==> src/rtl/alu8_pkg.sv <==
package alu8_pkg;

   localparam int FLAG_W = 6;
   localparam int FC = 0;
   localparam int FZ = 1;
   localparam int FN = 2;
   localparam int FV = 3;
   localparam int FS = 4;
   localparam int FH = 5;

   typedef enum logic [3:0] {
      OP_ADD  = 4'd0,
      OP_ADC  = 4'd1,
      OP_SUB  = 4'd2,
      OP_SBC  = 4'd3,
      OP_CP   = 4'd4,
      OP_CPC  = 4'd5,
      OP_AND  = 4'd6,
      OP_OR   = 4'd7,
      OP_XOR  = 4'd8,
      OP_COM  = 4'd9,
      OP_NEG  = 4'd10,
      OP_INC  = 4'd11,
      OP_DEC  = 4'd12,
      OP_SER  = 4'd13,
      OP_WADD = 4'd14,
      OP_WSUB = 4'd15
   } op_e;

   typedef enum logic {AS_OPA, AS_ZERO} asel_e;
   typedef enum logic [1:0] {BS_OPB, BS_OPA, BS_ONE, BS_ZERO} bsel_e;

   // Flag-update masks, bit order H S V N Z C
   localparam logic [FLAG_W-1:0] M_NONE   = 6'b000000;
   localparam logic [FLAG_W-1:0] M_ARITH  = 6'b111111;
   localparam logic [FLAG_W-1:0] M_LOGIC  = 6'b011110;
   localparam logic [FLAG_W-1:0] M_COM    = 6'b011111;
   localparam logic [FLAG_W-1:0] M_INCDEC = 6'b011110;
   localparam logic [FLAG_W-1:0] M_WORD   = 6'b011111;

   typedef struct packed {
      asel_e             a_sel;
      bsel_e             b_sel;
      logic              sub;
      logic              use_cin;
      logic              is_logic;
      logic              wb;
      logic              zchain;
      logic              word;
      logic [FLAG_W-1:0] mask;
   } ctl_t;

   function automatic ctl_t decode(op_e op);
      ctl_t c;
      c = '0;
      c.a_sel = AS_OPA;
      c.b_sel = BS_OPB;
      c.wb    = 1'b1;
      case (op)
         OP_ADD:  c.mask = M_ARITH;
         OP_ADC:  begin c.use_cin = 1'b1; c.mask = M_ARITH; end
         OP_SUB:  begin c.sub = 1'b1; c.mask = M_ARITH; end
         OP_SBC:  begin c.sub = 1'b1; c.use_cin = 1'b1; c.zchain = 1'b1; c.mask = M_ARITH; end
         OP_CP:   begin c.sub = 1'b1; c.wb = 1'b0; c.mask = M_ARITH; end
         OP_CPC:  begin
            c.sub = 1'b1; c.use_cin = 1'b1; c.zchain = 1'b1; c.wb = 1'b0; c.mask = M_ARITH;
         end
         OP_AND, OP_OR, OP_XOR: begin c.is_logic = 1'b1; c.mask = M_LOGIC; end
         OP_COM:  begin c.is_logic = 1'b1; c.mask = M_COM; end
         OP_NEG:  begin
            c.a_sel = AS_ZERO; c.b_sel = BS_OPA; c.sub = 1'b1; c.mask = M_ARITH;
         end
         OP_INC:  begin c.b_sel = BS_ONE; c.mask = M_INCDEC; end
         OP_DEC:  begin c.b_sel = BS_ONE; c.sub = 1'b1; c.mask = M_INCDEC; end
         OP_SER:  begin c.is_logic = 1'b1; c.mask = M_NONE; end
         OP_WADD: begin c.word = 1'b1; c.mask = M_WORD; end
         OP_WSUB: begin c.word = 1'b1; c.sub = 1'b1; c.mask = M_WORD; end
         default: c.mask = M_NONE;
      endcase
      return c;
   endfunction

endpackage

==> src/rtl/alu8_addsub.sv <==
module alu8_addsub #(
   parameter int W        = 8,
   parameter int HB       = 4,
   parameter bit RIPPLE   = 1'b0
) (
   input  logic [W-1:0] a,
   input  logic [W-1:0] b,
   input  logic         sub,
   input  logic         cin,
   output logic [W-1:0] sum,
   output logic         cout,
   output logic         hout,
   output logic         vout
);

   logic [W-1:0] bx;
   logic         ci;
   logic         c_top;
   logic         c_half;

   // Subtraction is a + ~b + ~borrow; carries are inverted back to borrows
   assign bx = sub ? ~b : b;
   assign ci = sub ? ~cin : cin;

   if (RIPPLE) begin : g_ripple
      logic [W:0] carry;
      assign carry[0] = ci;
      for (genvar i = 0; i < W; i++) begin : g_bit
         assign sum[i]     = a[i] ^ bx[i] ^ carry[i];
         assign carry[i+1] = (a[i] & bx[i]) | (carry[i] & (a[i] ^ bx[i]));
      end
      assign c_top  = carry[W];
      assign c_half = carry[HB];
   end else begin : g_behav
      logic [W:0] full;
      assign full   = {1'b0, a} + {1'b0, bx} + {{W{1'b0}}, ci};
      assign sum    = full[W-1:0];
      assign c_top  = full[W];
      assign c_half = ({1'b0, a[HB-1:0]} + {1'b0, bx[HB-1:0]} + {{HB{1'b0}}, ci})
                      > {1'b0, {HB{1'b1}}};
   end

   assign cout = sub ? ~c_top  : c_top;
   assign hout = sub ? ~c_half : c_half;
   assign vout = (a[W-1] == bx[W-1]) & (sum[W-1] ^ a[W-1]);

endmodule

==> src/rtl/alu8_logic.sv <==
module alu8_logic
   import alu8_pkg::*;
#(
   parameter int W = 8
) (
   input  op_e          op,
   input  logic [W-1:0] a,
   input  logic [W-1:0] b,
   output logic [W-1:0] res
);

   always_comb begin
      case (op)
         OP_AND:  res = a & b;
         OP_OR:   res = a | b;
         OP_XOR:  res = a ^ b;
         OP_COM:  res = ~a;
         OP_SER:  res = '1;
         default: res = '0;
      endcase
   end

endmodule

==> src/rtl/alu8_flagmerge.sv <==
module alu8_flagmerge
   import alu8_pkg::*;
#(
   parameter int W = 8
) (
   input  logic [FLAG_W-1:0] fl_base,
   input  logic [FLAG_W-1:0] mask,
   input  logic [W-1:0]      res,
   input  logic              zchain,
   input  logic              z_prev,
   input  logic              raw_c,
   input  logic              raw_v,
   input  logic              raw_h,
   output logic [FLAG_W-1:0] fl_out
);

   logic              z_new;
   logic              n_new;
   logic [FLAG_W-1:0] fl_new;

   assign z_new = ~|res & (~zchain | z_prev);
   assign n_new = res[W-1];

   always_comb begin
      fl_new     = '0;
      fl_new[FC] = raw_c;
      fl_new[FZ] = z_new;
      fl_new[FN] = n_new;
      fl_new[FV] = raw_v;
      fl_new[FS] = n_new ^ raw_v;
      fl_new[FH] = raw_h;
   end

   assign fl_out = (mask & fl_new) | (~mask & fl_base);

endmodule

==> src/rtl/alu8_core.sv <==
module alu8_core
   import alu8_pkg::*;
#(
   parameter int DATA_W       = 8,
   parameter int HALF_POS     = DATA_W / 2,
   parameter bit RIPPLE_CARRY = 1'b0
) (
   input  logic                  clk,
   input  logic                  rst_n,
   input  logic                  op_valid,
   input  logic [3:0]            op_code,
   input  logic [DATA_W-1:0]     opa,
   input  logic [DATA_W-1:0]     opa_hi,
   input  logic [DATA_W-1:0]     opb,
   input  logic [FLAG_W-1:0]     flags_in,
   output logic                  busy,
   output logic                  done,
   output logic                  wr_lo,
   output logic                  wr_hi,
   output logic [DATA_W-1:0]     res_lo,
   output logic [DATA_W-1:0]     res_hi,
   output logic [FLAG_W-1:0]     flags_out
);

   localparam logic [DATA_W-1:0] ONE_W = DATA_W'(1);

   if (DATA_W < 4 || (DATA_W % 2) != 0) begin : g_bad_width
      $error("alu8_core: DATA_W must be even and at least 4");
   end
   if (HALF_POS < 1 || HALF_POS >= DATA_W) begin : g_bad_half
      $error("alu8_core: HALF_POS must lie inside the data word");
   end

   // Second-cycle state of a word operation
   logic                busy_q;
   op_e                 op_q;
   logic [DATA_W-1:0]   hi_q;
   logic [DATA_W-1:0]   lo_q;
   logic                cy_q;
   logic                zlo_q;
   logic [FLAG_W-1:0]   fbase_q;

   // Output registers
   logic                done_q;
   logic                wr_lo_q;
   logic                wr_hi_q;
   logic [DATA_W-1:0]   res_lo_q;
   logic [DATA_W-1:0]   res_hi_q;
   logic [FLAG_W-1:0]   flags_q;

   op_e                 op_cur;
   ctl_t                ctl;
   logic [DATA_W-1:0]   add_a;
   logic [DATA_W-1:0]   add_b;
   logic                add_cin;
   logic [DATA_W-1:0]   add_sum;
   logic                add_c;
   logic                add_h;
   logic                add_v;
   logic [DATA_W-1:0]   lg_res;
   logic [DATA_W-1:0]   res_mux;
   logic [FLAG_W-1:0]   fl_base;
   logic                z_prev;
   logic                zchain_eff;
   logic                raw_c;
   logic                raw_v;
   logic [FLAG_W-1:0]   fl_new;

   assign op_cur = busy_q ? op_q : op_e'(op_code);
   assign ctl    = decode(op_cur);

   always_comb begin
      if (busy_q) begin
         add_a   = hi_q;
         add_b   = '0;
         add_cin = cy_q;
      end else begin
         add_a   = (ctl.a_sel == AS_ZERO) ? '0 : opa;
         case (ctl.b_sel)
            BS_OPB:  add_b = opb;
            BS_OPA:  add_b = opa;
            BS_ONE:  add_b = ONE_W;
            default: add_b = '0;
         endcase
         add_cin = ctl.use_cin & flags_in[FC];
      end
   end

   alu8_addsub #(
      .W      (DATA_W),
      .HB     (HALF_POS),
      .RIPPLE (RIPPLE_CARRY)
   ) u_addsub (
      .a    (add_a),
      .b    (add_b),
      .sub  (ctl.sub),
      .cin  (add_cin),
      .sum  (add_sum),
      .cout (add_c),
      .hout (add_h),
      .vout (add_v)
   );

   alu8_logic #(
      .W (DATA_W)
   ) u_logic (
      .op  (op_cur),
      .a   (opa),
      .b   (opb),
      .res (lg_res)
   );

   assign res_mux    = ctl.is_logic ? lg_res : add_sum;
   assign raw_c      = ctl.is_logic | add_c;
   assign raw_v      = ~ctl.is_logic & add_v;
   assign fl_base    = busy_q ? fbase_q : flags_in;
   assign z_prev     = busy_q ? zlo_q : flags_in[FZ];
   assign zchain_eff = busy_q | ctl.zchain;

   alu8_flagmerge #(
      .W (DATA_W)
   ) u_flags (
      .fl_base (fl_base),
      .mask    (ctl.mask),
      .res     (res_mux),
      .zchain  (zchain_eff),
      .z_prev  (z_prev),
      .raw_c   (raw_c),
      .raw_v   (raw_v),
      .raw_h   (add_h),
      .fl_out  (fl_new)
   );

   always_ff @(posedge clk) begin
      if (!rst_n) begin
         busy_q   <= 1'b0;
         op_q     <= OP_ADD;
         hi_q     <= '0;
         lo_q     <= '0;
         cy_q     <= 1'b0;
         zlo_q    <= 1'b0;
         fbase_q  <= '0;
         done_q   <= 1'b0;
         wr_lo_q  <= 1'b0;
         wr_hi_q  <= 1'b0;
         res_lo_q <= '0;
         res_hi_q <= '0;
         flags_q  <= '0;
      end else begin
         done_q  <= 1'b0;
         wr_lo_q <= 1'b0;
         wr_hi_q <= 1'b0;
         if (busy_q) begin
            busy_q   <= 1'b0;
            done_q   <= 1'b1;
            wr_lo_q  <= 1'b1;
            wr_hi_q  <= 1'b1;
            res_lo_q <= lo_q;
            res_hi_q <= add_sum;
            flags_q  <= fl_new;
         end else if (op_valid) begin
            if (ctl.word) begin
               busy_q  <= 1'b1;
               op_q    <= op_cur;
               hi_q    <= opa_hi;
               lo_q    <= add_sum;
               cy_q    <= add_c;
               zlo_q   <= ~|add_sum;
               fbase_q <= flags_in;
            end else begin
               done_q   <= 1'b1;
               wr_lo_q  <= ctl.wb;
               res_lo_q <= res_mux;
               res_hi_q <= '0;
               flags_q  <= fl_new;
            end
         end
      end
   end

   assign busy      = busy_q;
   assign done      = done_q;
   assign wr_lo     = wr_lo_q;
   assign wr_hi     = wr_hi_q;
   assign res_lo    = res_lo_q;
   assign res_hi    = res_hi_q;
   assign flags_out = flags_q;

endmodule

==> config.mk <==
export PLATFORM = sky130hd
export DESIGN_NAME = alu8_core
export DESIGN_NICKNAME = d
export VERILOG_FILES = /design/src/rtl/alu8_pkg.sv /design/src/rtl/alu8_addsub.sv /design/src/rtl/alu8_logic.sv /design/src/rtl/alu8_flagmerge.sv /design/src/rtl/alu8_core.sv
export SDC_FILE = /design/constraint.sdc
export NUM_CORES = 1
export LEC_CHECK = 0
export ABC_AREA = 1
export BUFFER_PORTS_ARGS = -buffer_cell sky130_fd_sc_hd__buf_2
export CAP_MARGIN = 10
export CORE_UTILIZATION = 60
export CTS_CLUSTER_SIZE = 30
export DETAILED_ROUTE_END_ITERATION = 6
export PLACE_DENSITY = 0.9
export SYNTH_ARGS = -nofsm -noshare
export SYNTH_HDL_FRONTEND = slang
export SYNTH_SLANG_ARGS = --single-unit
==> constraint.sdc <==
create_clock -name clk -period 10.4 [get_ports clk]
set_input_delay 2.08 -clock clk [delete_from_list [all_inputs] [get_ports clk]]
set_output_delay 2.08 -clock clk [all_outputs]
set_load 0.1 [all_outputs]
---- Word-level counts from Yosys, hierarchy flattened ----
Index checks and enable logic that the tools add are counted.
W data, S select, Z words.
storage, ports and cells
  flip-flop bits (word level) ............. 54
  input port bits ......................... 37
  output and inout bits ................... 26
cells by class
  $add $sub $neg .......................... 4
  order comparisons ....................... 1
  equal/unequal tests ..................... 19
  multiplexer cells ....................... 40
  bitwise logic cells ..................... 26
  reduce and logical (&&, ||, !) cells .... 20
operators with widths
  kind                  number
  $mux W8               11
  $pmux W8 S5           1
  $eq A4 B4 Y1 const B  8
  $mux W6               4
  $pmux W6 S4           1
  $pmux W8 S3           1
  $mux W1               20
  $eq A4 B3 Y1 const B  4
  $not A8 Y8            2
  $reduce_or A8 Y1      2
  $reduce_or A7 Y1      2
  $and A6 B6 Y6         2
  $reduce_or A5 Y1      2
  $add A8 B8 Y9         1
  $add A9 B1 Y9         1
  $reduce_or A3 Y1      3
  $and A8 B8 Y8         1
  $eq A4 B2 Y1 const B  2
  $not A1 Y1            8
  $or A8 B8 Y8          1
  $reduce_or A2 Y1      4
  $xor A8 B8 Y8         1
  $not A6 Y6            1
  $or A6 B6 Y6          1
  19 further kinds      26

---- Logic depth before layout (Yosys ltp) ----
  word-level depth ........................ 20
  depth in mapped cells ................... 25
  depth with buffers taken out ............ 25

---- Hierarchy ----
From an unflattened synthesis, not the netlist that was laid out.
unflattened totals
  cells, all modules ...................... 577
  area total of the unflattened synthesis .. 3985.1 um^2
by module, submodules not included
  module          times used  cells an instance  area an instance (um^2)  sequential area each (um^2)
  alu8_core       1           395                2765.2                   1081.0
  alu8_logic      1           88                 595.6                    0.0
  alu8_addsub     1           73                 506.7                    0.0
  alu8_flagmerge  1           21                 117.6                    0.0

---- Worst setup path before layout ----
Ideal clock, no wire load.
  path kind ............................... input port to flip-flop
  from .................................... in op_code[2]
  to ...................................... reg flags_q[1], in the netlist flags_out[1]
  arrival ................................. 4.681 ns
  data required time ...................... 10.331 ns
  path slack .............................. 5.651 ns
  stages .................................. 22
  path buffers ............................ 1
  cell sequence ........................... inv_1 nand2_1 nand2_2 nand2_4 nor2_4 buf_6 o21ai_0 o21ai_0 xor2_1 fa_1 inv_1 fa_1 inv_1 nand3_1 nand3_1 xnor2_1 nor2_1 nor2_1 nand2_1 nor2_1 nand2_1 a21oi_2
between the ends
  longest elaborated chain between the ends .. 20
  elaborated cells between the ends (all ways) .. 66
  classes of those cells .................. add/sub: 2; eq/ne: 18; mux: 21; bitwise: 11; reduce/logical: 14
ends and longest elaborated chain
  element                               RTL line              RTL
  from (decl)                           alu8_core.sv:11       input logic [3:0] op_code,
  $mux W4 *                             alu8_core.sv:69       assign op_cur = busy_q ? op_q : op_e'(op_code);
  $eq A4 B4 Y1                          alu8_pkg.sv:59        case (op)
  $reduce_or A2 Y1 (no line)            n/a
  $pmux W2 S2                           alu8_pkg.sv:59
  $eq A2 B2 Y1 (tied with other cells)  alu8_core.sv:79       case (ctl.b_sel)
  $pmux W8 S3                           alu8_core.sv:79
  $mux W8                               alu8_core.sv:73       if (busy_q) begin
  $not A8 Y8                            alu8_addsub.sv:22     assign bx = sub ? ~b : b;
  (+4 left out)                         n/a
  $reduce_or A8 Y1                      alu8_flagmerge.sv:21  assign z_new = ~|res & (~zchain | z_prev);
  $logic_not A1 Y1                      alu8_flagmerge.sv:21
  $and A1 B1 Y1                         alu8_flagmerge.sv:21
  $and A6 B6 Y6                         alu8_flagmerge.sv:34  assign fl_out = (mask & fl_new) | (~mask & fl_base);
  $or A6 B6 Y6                          alu8_flagmerge.sv:34
  $mux W6                               alu8_core.sv:162      if (ctl.word) begin
  $mux W6                               alu8_core.sv:161      end else if (op_valid) begin
  $mux W6                               alu8_core.sv:153      if (busy_q) begin
  to (signal assigned)                  alu8_core.sv:160      flags_q <= fl_new;
  to (signal assigned)                  alu8_core.sv:175      flags_q <= fl_new;
  to (decl)                             alu8_core.sv:49       logic [FLAG_W-1:0] flags_q;
Every way passes the cells marked *; elsewhere a longest branch is shown, timed or not. The select of a mux whose other input is x is not followed.
A chain may end at the register's enable or synchronous reset.

---- Worst setup path in the final report ----
Same ends and word-level chain as after synthesis.

==> metrics <==
hold path depth 2; Post-Synthesis Cell Area 3851 sq um; Most used DFF post-synth dfxtp_1; setup_tns 0 ns; CP endpoint kind flip-flop; Post-DP HPWL between 7000 and 8000 microns; reg-to-reg slack, setup 6.04 ns; initial antenna violation count 1; clock-pin slew of the registers on the worst-case setup and hold paths 0.11 ns; WS Path Type in2reg; Hold Path Sink res_hi[5]; Starting DRT DRC Count between 300 and 400; status finished, final reports clean; fin. max-slew vios 0; final hold vios 0; WL final roughly 10,000 microns; Post-Syn Nets 632; Peak Freq about 200 MHz; PortBufs 62; Rel. slew slack between 50% and 60%; Starting Density 63.54%; CP Launch Type input port; Resized cells post-CTS 0; Worst Tran Pin Value about 0.7 ns; Hold-fix buffers, CTS 0; GRT overflow 0; post-CTS setup buffers 0; cts bufs inserted 5; Final Setup Violations 0; routability congestion estimate 0.9209; post-synthesis cell type count 37; num rows 28; Routed Antenna Nets 0; r2r startpoint busy; worst hold path type reg2reg; CTS Sinks 54; vias in the first global route 3,575; cell area after layout 4269 sq um; Avg Inst Size Synth about 6.8 sq um; die area 6743 sq um; worst r2r path cells 23; H-Tree Depth 2; deepest clock path buffer count 2; Clock Tree Root clkbuf_8; CP required around 11 ns; maximum VDD drop 116.5 uV; Max-Cap Viols 0; Final period util 48.73%; CTS tree yes; DRC 0; DP Area 4177 sq um; Synth warnings 0; I/O pins 63; Syn Inst Count 570; TritonRoute pass-1 iters 5; register area approximately 1100 sq um; Worst Path Max Fanout 11; Hold Startpoint res_hi[5]; Filler cells between 500 and 600; die height 82.12 microns; wire per inst 14.88 microns; multi-input logic area 2349 sq um; Post-synth EDFFs 0; routed vias/inst about 5.7; RSZ-0062 raised after global routing no; CP Data Arrival Time 5.33 ns; Die W 82.12 microns; Seq/Total Area, Yosys 28.07%; Core Region 6061 sq um; share of the synthesized area in the top cell type 28.07%; hold_ws 0.4682 ns; Clock Skew 0.01132 ns; via count approximately 4k; ys async rst share 0%; largest net degree at the start of global routing 38; Synth-to-Final Area Change 10.85%; reg2reg end flags_out[1]; share of cells above drive strength 1 19.87%; number of diodes 0; Nets roughly 690; PwrDens ~150 nW/um^2; Pleak approximately 2.2 nW; minimum clock period 5.068 ns; first-pass GRT wire length 16,750 microns; #FFs+latches synth 54; clk_lat worst skew 0.32 ns; Yosys top cell by area dfxtp_1; Total GRT Usage approximately a third; Synth area leaders dfxtp_1 28%, nand2_1 15%, inv_1 7.5%, ha_1 7.5%, o21ai_0 5.7%
## per-layer routing
layer	vias to the layer above	wire (microns)	global-route usage (%)
li1	1930	-	-
met2	180	5087	55.29
met5	-	8	0
met1	1865	4260	41.00
met3	38	705	4.945
met4	2	342	14.56
## how the worst max path moves through the flow
stage / from / to / slack [ns] / cells past startpoint
finish: op_code[2] / flags_out[1] / 5.33 / 23
CTS: op_code[2] / flags_out[1] / 5.37 / 23
detailed placement: op_code[2] / flags_out[1] / 5.06 / 23
floorplan: op_code[2] / flags_out[1] / 5.65 / 22
global route: op_code[2] / flags_out[1] / 4.98 / 23
global placement: op_code[2] / flags_out[1] / 5.23 / 23
## kinds of logic (layout without fill, tap and decap cells)
logic type / count (synthesis) / after routing / synth area share (%)
flip-flops: 54 / 54 / 28.07
XOR/XNOR: 14 / 14 / 3.574
AO/OA/AOI/OAI: 112 / 112 / 16.31
adder cells (fa/ha/maj): 25 / 25 / 8.512
AND/OR/NAND/NOR: 260 / 260 / 32.59
buffers and inverters: 105 / 159 / 10.95
## Yosys cell counts (2+ instances only)
master    instances
o21ai_1           6
xor2_2            2
o211ai_1          7
nand3_2           2
a21oi_1          30
nand2_4          10
nand4_1          13
nor2_2            6
xnor2_1           4
ha_1             23
o21ai_0          44
inv_1            77
o21ai_2           4
nand2_2          10
dfxtp_1          54
nor2_4            5
buf_6             2
nand3_1          26
buf_2             3
clkbuf_1         11
fa_1              2
a211oi_1          3
a31oi_1          10
o22ai_1           6
inv_2             8
nand2_1         149
xor2_1            8
nor2_1           35
inv_4             2
## through the flow
stage / utilization [%] / power, mW / setup WS [ns] / std cells
2_1_floorplan: - / 0.4480 / 5.651 / 570
3_3_place_gp: 68.91 / 0.5044 / 5.225 / 691
3_5_place_dp: 68.91 / 0.5115 / 5.060 / 691
4_1_cts: 70.44 / 0.6338 / 5.366 / 699
5_1_grt: 70.44 / 0.6744 / 4.980 / 699
6_report: 70.44 / 0.6394 / 5.332 / 699
## area by class of cell
cell class	count	area share [%]
clock inverters	3	0.5569
flip-flops and latches	54	25.32
clock buffers	5	1.612
well taps	75	2.198
inverters	88	7.855
repair buffers	63	7.444
multi-input cells	411	55.01
## flip-flops by register name, indices dropped and copies added (netlist names)
| signal | count |
|---|---|
| wr_lo | 1 |
| wr_hi | 1 |
| op_q | 4 |
| fbase_q | 6 |
| hi_q | 8 |
| lo_q | 8 |
| busy | 1 |
| zlo_q | 1 |
| cy_q | 1 |
| res_hi | 8 |
| done | 1 |
| flags_out | 6 |
| res_lo | 8 |
## placed cells by master (no fill, tap or decap), drive strengths merged
| cell type | netlist | final |
|---|---|---|
| xnor2 | 4 | 4 |
| xor2 | 10 | 10 |
| o2111ai | 1 | 1 |
| clkinv | 1 | 1 |
| a31oi | 10 | 10 |
| dfxtp | 54 | 54 |
| fa | 2 | 2 |
| nand2 | 170 | 170 |
| ha | 23 | 23 |
| inv | 87 | 88 |
| nor2 | 47 | 47 |
| a211oi | 3 | 3 |
| nand4 | 13 | 13 |
| o22ai | 6 | 6 |
| or2 | 1 | 1 |
| o211ai | 7 | 7 |
| buf | 6 | 63 |
| a21oi | 31 | 31 |
| o21ai | 54 | 54 |
| nand3 | 29 | 29 |
| clkinvlp | 0 | 2 |
| clkbuf | 11 | 5 |
## power by group
part | switching, mW | internal [mW]
clock network | 0.0761 | 0.0484
registers | 0.00617 | 0.219
logic | 0.212 | 0.0773
## worst max-delay path, stage by stage
cell	delay, ns
buf_2	0.11
inv_1	0.05
nand2_1	0.05
nand2_2	0.19
nand2_4	0.10
nor2_4	0.37
nand2_1	0.08
o21ai_0	0.08
o21ai_0	0.11
xor2_1	0.20
fa_1	0.44
inv_1	0.09
fa_1	0.20
inv_1	0.06
nand3_1	0.06
nand3_1	0.12
xnor2_1	0.33
nor2_1	0.12
nor2_1	0.12
nand2_1	0.06
nor2_1	0.10
nand2_1	0.08
a21oi_2	0.12
No activity file was read; power rests on OpenSTA's default activity.
